===== config.mk =====
export PLATFORM = sky130hd
export DESIGN_NAME = pcpm_top
export DESIGN_NICKNAME = d
export VERILOG_FILES = /design/src/rtl/pcpm_pkg.sv /design/src/rtl/pcpm_core_seq.sv /design/src/rtl/pcpm_bus_dec.sv /design/src/rtl/pcpm_top.sv
export SDC_FILE = /design/constraint.sdc
export NUM_CORES = 1
export LEC_CHECK = 0
export BUFFER_PORTS_ARGS = -buffer_cell sky130_fd_sc_hd__buf_4
export CAP_MARGIN = 20
export CORE_ASPECT_RATIO = 2
export CORE_UTILIZATION = 37
export DETAILED_ROUTE_END_ITERATION = 12
export GPL_ROUTABILITY_DRIVEN = 0
export GPL_TIMING_DRIVEN = 0
export PLACE_DENSITY_LB_ADDON = 0.05
export SLEW_MARGIN = 20
export SYNTH_ARGS = -nofsm -noshare
export SYNTH_HDL_FRONTEND = slang
export SYNTH_HIERARCHICAL = 1
export SYNTH_SLANG_ARGS = --single-unit

===== constraint.sdc =====
create_clock -name clk -period 2.26 [get_ports clk]
set_input_delay 0 -clock clk [delete_from_list [all_inputs] [get_ports clk]]
set_output_delay 0 -clock clk [all_outputs]
set_load 0.01 [all_outputs]

===== src/rtl/pcpm_pkg.sv =====
// Shared definitions for the per-core power sequencer.
// Assumes the phase encoding is also the software-visible status code.
package pcpm_pkg;
    typedef enum logic [1:0] {
        PS_RUN  = 2'd0,
        PS_UP   = 2'd1,
        PS_DOWN = 2'd2,
        PS_OFF  = 2'd3
    } pstate_e;

    localparam logic [1:0] ARM_STANDBY = 2'd3;
endpackage


===== src/rtl/pcpm_core_seq.sv =====
// One core's power sequencer. It holds the phase, the pending wake flag,
// the standby control field and the phase timer.
// Assumes UP_CYCLES and DN_CYCLES are at least 1.
module pcpm_core_seq
    import pcpm_pkg::*;
#(
    parameter int UP_CYCLES = 8,
    parameter int DN_CYCLES = 6,
    parameter bit START_ON  = 1'b0
) (
    input  logic       clk,
    input  logic       rst_n,
    input  logic       wake_set,
    input  logic       ctrl_we,
    input  logic [1:0] ctrl_wd,
    input  logic       wfi,
    output pstate_e    state,
    output logic       req,
    output logic [1:0] ctrl,
    output logic       pwr_en,
    output logic       core_rst
);
    localparam int MAXC = (UP_CYCLES > DN_CYCLES) ? UP_CYCLES : DN_CYCLES;
    localparam int CW   = $clog2(MAXC + 1);

    logic [CW-1:0] cnt;

    // Phase transitions, request tracking and control-field upkeep.
    always_ff @(posedge clk) begin
        if (!rst_n) begin
            state <= START_ON ? PS_RUN : PS_OFF;
            cnt   <= '0;
            req   <= 1'b0;
            ctrl  <= 2'd0;
        end else begin
            if (ctrl_we) ctrl <= ctrl_wd;
            if (wake_set && state != PS_RUN) req <= 1'b1;
            unique case (state)
                PS_RUN: begin
                    if (wfi && ctrl == ARM_STANDBY) begin
                        state <= PS_DOWN;
                        cnt   <= CW'(DN_CYCLES - 1);
                    end
                end
                PS_UP: begin
                    if (cnt == '0) begin
                        state <= PS_RUN;
                        req   <= 1'b0;
                    end else begin
                        cnt <= cnt - CW'(1);
                    end
                end
                PS_DOWN: begin
                    if (cnt == '0) begin
                        state <= PS_OFF;
                        ctrl  <= 2'd0;
                    end else begin
                        cnt <= cnt - CW'(1);
                    end
                end
                PS_OFF: begin
                    if (req || wake_set) begin
                        state <= PS_UP;
                        cnt   <= CW'(UP_CYCLES - 1);
                    end
                end
                default: state <= PS_OFF;
            endcase
        end
    end

    // Outputs to the core follow the phase.
    always_comb begin
        pwr_en   = (state != PS_OFF);
        core_rst = (state != PS_RUN);
    end

    a_r7_down_needs_arm: assert property (@(posedge clk) disable iff (!rst_n)
        (state == PS_DOWN && $past(state) == PS_RUN) |-> ($past(wfi) && $past(ctrl) == ARM_STANDBY));
    a_r3_up_ends_running: assert property (@(posedge clk) disable iff (!rst_n)
        ($past(state) == PS_UP && state != PS_UP) |-> (state == PS_RUN));
    a_r7_ctrl_cleared_off: assert property (@(posedge clk) disable iff (!rst_n)
        ($past(state) == PS_DOWN && state == PS_OFF) |-> (ctrl == 2'd0));
    a_r4_no_req_running: assert property (@(posedge clk) disable iff (!rst_n)
        (state == PS_RUN) |-> !req);
    a_r9_pending_wakes: assert property (@(posedge clk) disable iff (!rst_n)
        (state == PS_OFF && req) |=> (state == PS_UP));
endmodule


===== src/rtl/pcpm_bus_dec.sv =====
// Register decode for the sequencer. It turns bus writes into per-core
// strobes and muxes read data.
// Assumes exact byte addresses; any other address reads zero.
module pcpm_bus_dec #(
    parameter int NCORES      = 4,
    parameter int AW          = 12,
    parameter int DW          = 32,
    parameter int WAKE_OFS    = 'h10,
    parameter int STAT_OFS    = 'h40,
    parameter int CTRL_BASE   = 'h100,
    parameter int CTRL_STRIDE = 'h10
) (
    input  logic [AW-1:0]       addr,
    input  logic                we,
    input  logic [DW-1:0]       wdata,
    input  logic [NCORES-1:0]   req_vec,
    input  logic [2*NCORES-1:0] state_vec,
    input  logic [2*NCORES-1:0] ctrl_vec,
    output logic [NCORES-1:0]   wake_set,
    output logic [NCORES-1:0]   ctrl_we,
    output logic [1:0]          ctrl_wd,
    output logic [DW-1:0]       rdata
);
    logic [NCORES-1:0] ctrl_hit;
    logic              unused_hi;

    assign unused_hi = ^wdata;
    assign ctrl_wd   = wdata[1:0];

    // Per-core address match and write strobes.
    for (genvar i = 0; i < NCORES; i++) begin : g_core
        assign ctrl_hit[i] = (addr == AW'(CTRL_BASE + CTRL_STRIDE * i));
        assign ctrl_we[i]  = we && ctrl_hit[i];
        assign wake_set[i] = we && (addr == AW'(WAKE_OFS)) && wdata[i];
    end

    // Read multiplexer: wake, packed status, control, else zero.
    always_comb begin
        rdata = '0;
        if (addr == AW'(WAKE_OFS)) begin
            rdata[NCORES-1:0] = req_vec;
        end else if (addr == AW'(STAT_OFS)) begin
            for (int i = 0; i < NCORES; i++)
                rdata[4*i +: 4] = {2'b00, state_vec[2*i +: 2]};
        end else begin
            for (int i = 0; i < NCORES; i++)
                if (ctrl_hit[i]) rdata[1:0] = ctrl_vec[2*i +: 2];
        end
    end
endmodule


===== src/rtl/pcpm_top.sv =====
// Per-core power sequencer for a four-core cluster. It holds one sequencer
// per core behind a small register decoder.
// Assumes NCORES*4 <= DW so that the packed status fits one word.
module pcpm_top
    import pcpm_pkg::*;
#(
    parameter int NCORES    = 4,
    parameter int AW        = 12,
    parameter int DW        = 32,
    parameter int UP_CYCLES = 8,
    parameter int DN_CYCLES = 6
) (
    input  logic              clk,
    input  logic              rst_n,
    input  logic [AW-1:0]     bus_addr,
    input  logic              bus_we,
    input  logic [DW-1:0]     bus_wdata,
    output logic [DW-1:0]     bus_rdata,
    input  logic [NCORES-1:0] core_wfi,
    output logic [NCORES-1:0] core_pwr_en,
    output logic [NCORES-1:0] core_rst
);
    logic [NCORES-1:0]   wake_set, ctrl_we, req_vec;
    logic [1:0]          ctrl_wd;
    logic [2*NCORES-1:0] state_vec, ctrl_vec;

    pcpm_bus_dec #(.NCORES(NCORES), .AW(AW), .DW(DW)) u_dec (
        .addr(bus_addr), .we(bus_we), .wdata(bus_wdata),
        .req_vec(req_vec), .state_vec(state_vec), .ctrl_vec(ctrl_vec),
        .wake_set(wake_set), .ctrl_we(ctrl_we), .ctrl_wd(ctrl_wd),
        .rdata(bus_rdata)
    );

    // One sequencer per core; core 0 comes out of reset running.
    for (genvar i = 0; i < NCORES; i++) begin : g_seq
        pstate_e st;
        pcpm_core_seq #(
            .UP_CYCLES(UP_CYCLES), .DN_CYCLES(DN_CYCLES), .START_ON(i == 0)
        ) u_seq (
            .clk(clk), .rst_n(rst_n),
            .wake_set(wake_set[i]), .ctrl_we(ctrl_we[i]), .ctrl_wd(ctrl_wd),
            .wfi(core_wfi[i]),
            .state(st), .req(req_vec[i]), .ctrl(ctrl_vec[2*i +: 2]),
            .pwr_en(core_pwr_en[i]), .core_rst(core_rst[i])
        );
        assign state_vec[2*i +: 2] = st;
    end
endmodule


* After elaboration in Yosys (flattened, before gate mapping)
Cells that the tools add are included. Widths: inputs -> output; s select.
Operators by class: reductions and logical operators 45, bitwise logic cells 0, multipliers 0, add/subtract/negate cells 4, magnitude comparators 0, muxes and demuxes 68, divide/modulo/power cells 0, shift-type cells 0, equal/unequal tests 46
Operator list (count):
- $mux 2 | 33
- $mux 4 | 13
- $eq 12x9->1 const B | 4
- $pmux 4 s3 | 4
- $ne 2x1->1 const B | 16
- $pmux 2 s4 | 4
- $eq 2x2->1 const B | 12
- $logic_and 1x1->1 | 17
- $logic_not 4->1 | 4
- $ne 2x2->1 const B | 8
- $reduce_and 4->1 | 4
- $sub 4x1->4 const B | 4
- $eq 12x5->1 const B | 1
- $eq 12x7->1 const B | 1
- $mux 1 | 12
- $mux 12 | 1
- $reduce_and 3->1 | 4
- $mux 10 | 1
- $eq 2x1->1 const B | 4
- $logic_not 2->1 | 4
- $reduce_bool 2->1 | 4
- $reduce_or 2->1 | 4
- $logic_or 1x1->1 | 4
Word-level totals: memory bits (writable) 0, output and inout bits 40, bits of input ports 51, memory bits (read-only) 0, bits in registers 36, logic and storage cells 179, bits in latches 0, memories kept 0

* Depth between registers and ports, before layout
depth in word-level cells 7, gate-level depth with buffers 8, gate-level depth less buffers 8

* Modules after synthesis
The synthesis kept the hierarchy.
Modules (own cells, without submodules):
- pcpm_core_seq at g_seq[1].u_seq ... | area each 570.5 µm², cells an instance 70, instances 2, sequential area each 180.2 µm²
- pcpm_core_seq at g_seq[3].u_seq | area each 583.1 µm², cells an instance 71, instances 1, sequential area each 180.2 µm²
- pcpm_core_seq at g_seq[0].u_seq | area each 543.0 µm², cells an instance 65, instances 1, sequential area each 180.2 µm²
- pcpm_bus_dec | area each 534.3 µm², cells an instance 69, instances 1, sequential area each 0.0 µm²

* Worst setup path before layout
Ideal clock, no wire load.
kind input port to flip-flop, start point input port bus_addr[7], end point register g_seq[0].u_seq.cnt[1], data required time 2.190 ns, buffers on the path 0, stages 8, slack 0.441 ns, setup time 0.070 ns, data arrival time 1.748 ns, cells stage by stage nor4_4 > nand2_4 > nor3_2 > and2_1 > nor3b_1 > a221o_2 > or3b_1 > a21boi_1
On the way: word-level cells in the longest chain between the ends 6
Ends and longest elaborated chain:
- start: declaration | RTL line pcpm_top.sv:15 | input logic [AW-1:0] bus_addr,
- $eq 12x5->1 | RTL line pcpm_bus_dec.sv:34 | assign wake_set[i] = we && (addr == AW'(WAKE_OFS)) && wdata[i];
- $logic_and 1x1->1 (2 in a row) | RTL line pcpm_bus_dec.sv:34
- net wake_set[0] | RTL line pcpm_top.sv:23 | logic [NCORES-1:0] wake_set, ctrl_we, req_vec;
- $logic_or 1x1->1 | RTL line pcpm_core_seq.sv:62 | if (req || wake_set) begin
- $ne 2x1->1 (no line)
- $reduce_and 3->1 (no line)
- end signal: assignment | RTL line pcpm_core_seq.sv:50 | cnt <= cnt - CW'(1);
- end signal: assignment | RTL line pcpm_core_seq.sv:58 | cnt <= cnt - CW'(1);
- end signal: assignment | RTL line pcpm_core_seq.sv:64 | cnt <= CW'(UP_CYCLES - 1);
- end: declaration | RTL line pcpm_core_seq.sv:26 | logic [CW-1:0] cnt;
The timed path passes the listed nets, and every way through them passes these cells. A chain may end at the register's enable or synchronous reset.

* Final worst setup path
Same ends and word-level chain as after synthesis.

==> flow_summary_export.csv <==
group,metric,value,unit
grt,grt_max_degree,11,
synthesis,synthAdderAreaFrac,13.0,%
grt,grt.total_usage,17.9,%
worst_hold_path,hp-class,"in -> reg",
clock_network,clockBufferDepth,2,
detailed_routing,first_pass_iters,4,
synthesis,synth_compound_area_share,13.9,%
synthesis,synth_top_family_by_area,"simple AND/OR/NAND/NOR gates",
power_and_ir_drop,pwr_density_cell,884,nW/um^2
clock_network,cts_sinks,36,
grt,gr-total-overflow,0,
synthesis,synth-seq-area-share,25.7,%
detailed_routing,drc,0,
place,dpl_cell_area,3290,um^2
place,dp_cells,497,
synthesis,synth_top_area_cell,"dfxtp_1",
setup_path,cp_data_arrival_time,2.21,ns
finish,final_cell_mix,"63 x buf_4, 36 x nor2_1, 36 x dfxtp_1, 30 x inv_1, 29 x ha_1",
setup_path,endpoint_kind,"flop",
power_and_ir_drop,vdd.ir_drop.worst,0.715,mV
finish,synthToLayoutAreaGrowth,22.6,%
setup_path,path_class,"in -> reg",
clock_network,clkLatencyLatePin,0.28,ns
setup_path,crit_path_start_kind,"input port",
place,portBuffers,39,
detailed_routing,drt_iter0_drc,112,
synthesis,synth_ff_type,"dfxtp_1",
detailed_routing,drt-met1-wl,2.54,mm
synthesis,synthXorXnorAreaFrac,0,%
clock_network,cts_tree,"built",
timing,skew,0.00278,ns
clock_network,cts_root_buffer,"clkbuf_16",
die,start_util,38.6,%
detailed_routing,wl_met3,263,um
clock_network,cts_buffers,5,
finish,drive_gt1_share,22.0,%
clock_network,path_clk_slew,0.06,ns
synthesis,synth_edf_count,0,
timing,timing.final.crit_period,1.99,ns
synthesis,synthMuxAreaShare,6.97,%
grt,grt_pass1_wl,11.2,mm
synthesis,syn_inst,345,
finish,final_common_cell,"buf_4",
finish,n_antenna_cell,0,
clock_network,post-cts-setup-buffers,0,
clock_network,hold_buffers,0,
clock_network,htree_levels,2,
die,die_x,63.5,um
finish,fin_nets,492,
synthesis,yosys.area_share.simple,28.9,%
grt,grt_pass1_vias,2472,
die,core,7270,um^2
die,rows,44,
timing,rsz0062_at_grt,"false",
timing,fmax,0.502,GHz
timing,setup_viol_count_final,0,
synthesis,syn_avg_cell_area,8.12,um^2
synthesis,ys_ff_latch,36,
run,max_cap_viol_count,0,
detailed_routing,routed_wirelength,6.57,mm
setup_path,crit_fanout,8,
timing,fin_crit_sh,88.1,%
detailed_routing,wl_met2,3.65,mm
clock_network,cts.repair.resized,0,
setup_path,crit_required,2.48,ns
die,die_h,125,um
timing,hold_viol,0,
synthesis,synth_cell_types,46,
finish,finalNonFillerCells,505,
detailed_routing,num_vias,2449,
synthesis,async_flop_share,0,%
synthesis,ys_warn_count,6,
power_and_ir_drop,p_leak,1.56,nW
outcome,outcome,"finished, final reports clean",
finish,n_fill_cell,763,
grt,antenna_found_initial,0,
synthesis,synth.cell_area,2800,um^2
die,ioPinCount,91,
detailed_routing,drtAntennaViolNets,0,
synthesis,yosys.area.top_type_share,25.7,%
finish,final_cell_area,3430,um^2
detailed_routing,wl_per_cell,13.0,um
place,hpwl,5.31,mm
die,die_area,7940,um^2
detailed_routing,top_layer,"met4",
detailed_routing,vias_per_cell,4.85,
timing,slew_viol_final,0,
synthesis,synthTopCellsByArea,"dfxtp_1 26%, ha_1 13%, buf_4 6.4%",
[cell type report]
type	count	area [um^2]	area share, %
multi-input cells	271	1840	53.6
flip-flops and latches	36	721	21.0
repair buffers	39	293	8.52
plain buffers	26	195	5.68
clock buffers	8	146	4.26
inverters	33	124	3.61
well taps	92	115	3.35
[sequential cells by signal (all words and copies together), names as in the netlist]
| name | count |
|---|---|
| g_seq.u_seq/cnt | 16 |
| g_seq.u_seq/ctrl | 8 |
| g_seq.u_seq/req | 4 |
| g_seq.u_seq/state | 8 |
[worst paths after layout]
path                                                           start                                  to  slack (ns)  cells past startpoint
worst max-delay path                                     bus_addr[7]  g_seq[0].u_seq/cnt[1]$_SDFFE_PN0P_        0.27                      9
worst min-delay path                                           rst_n   g_seq[2].u_seq/ctrl[0]$_SDFF_PN0_        0.03                      3
worst max register to register  g_seq[0].u_seq/state[1]$_SDFFE_PN0P_  g_seq[0].u_seq/cnt[1]$_SDFFE_PN0P_        0.40                      5
worst min register to register    g_seq[0].u_seq/cnt[1]$_SDFFE_PN0P_  g_seq[0].u_seq/cnt[1]$_SDFFE_PN0P_        0.49                      2
[where the power goes]
part,leakage (nW),total [mW],internal (mW),switching [mW]
combinational,1.20,1.41,0.615,0.792
clock,0.0712,0.703,0.440,0.264
sequential,0.292,0.924,0.772,0.152
total,1.56,3.03,1.83,1.21
[cell usage after synthesis, drive strengths merged, types with 5 or more instances]
library cell,instances
nor3,22
o21ai,25
nor3b,10
nand2b,5
inv,30
dfxtp,36
mux2i,15
nand2,21
buf,25
nand3,9
and2,16
a21oi,22
ha,29
nor2,39
[worst max-delay path, stage by stage]
cell	delay [ns]
buf_4	0.12
nor4_4	0.42
nand2_4	0.14
nor3_2	0.39
and2_1	0.20
nor3b_1	0.07
a221o_2	0.37
or3b_1	0.36
a21boi_1	0.13
[cell families after synthesis]
family	Yosys count
DFF	36
other	1
adders and majority gates	29
muxes	17
buffers and inverters	59
AOI/OAI and AO/OA	66
and+or+nand+nor	137
[layer usage]
layer  global-route usage [%]  vias up
met5                        0        -
met2                     34.5       54
met1                     18.2     1112
met4                     6.68        0
met3                     3.10        9
li1                         -     1274
[through the flow]
stage	power [mW]	TNS [ns]	setup slack, ns	util, %	hold slack (ns)
after floorplan	1.98	0	0.441	-	0.144
after global placement	2.35	-0.0233	-0.0233	45.2	0.325
after detailed placement	2.35	-0.0205	-0.0205	45.2	0.319
after CTS	3.06	0	0.273	47.3	0.0236
after global routing	3.28	0	0.104	47.3	0.0445
final	3.03	0	0.270	47.3	0.0268
Note: power is estimated with default switching activity, not from simulation.
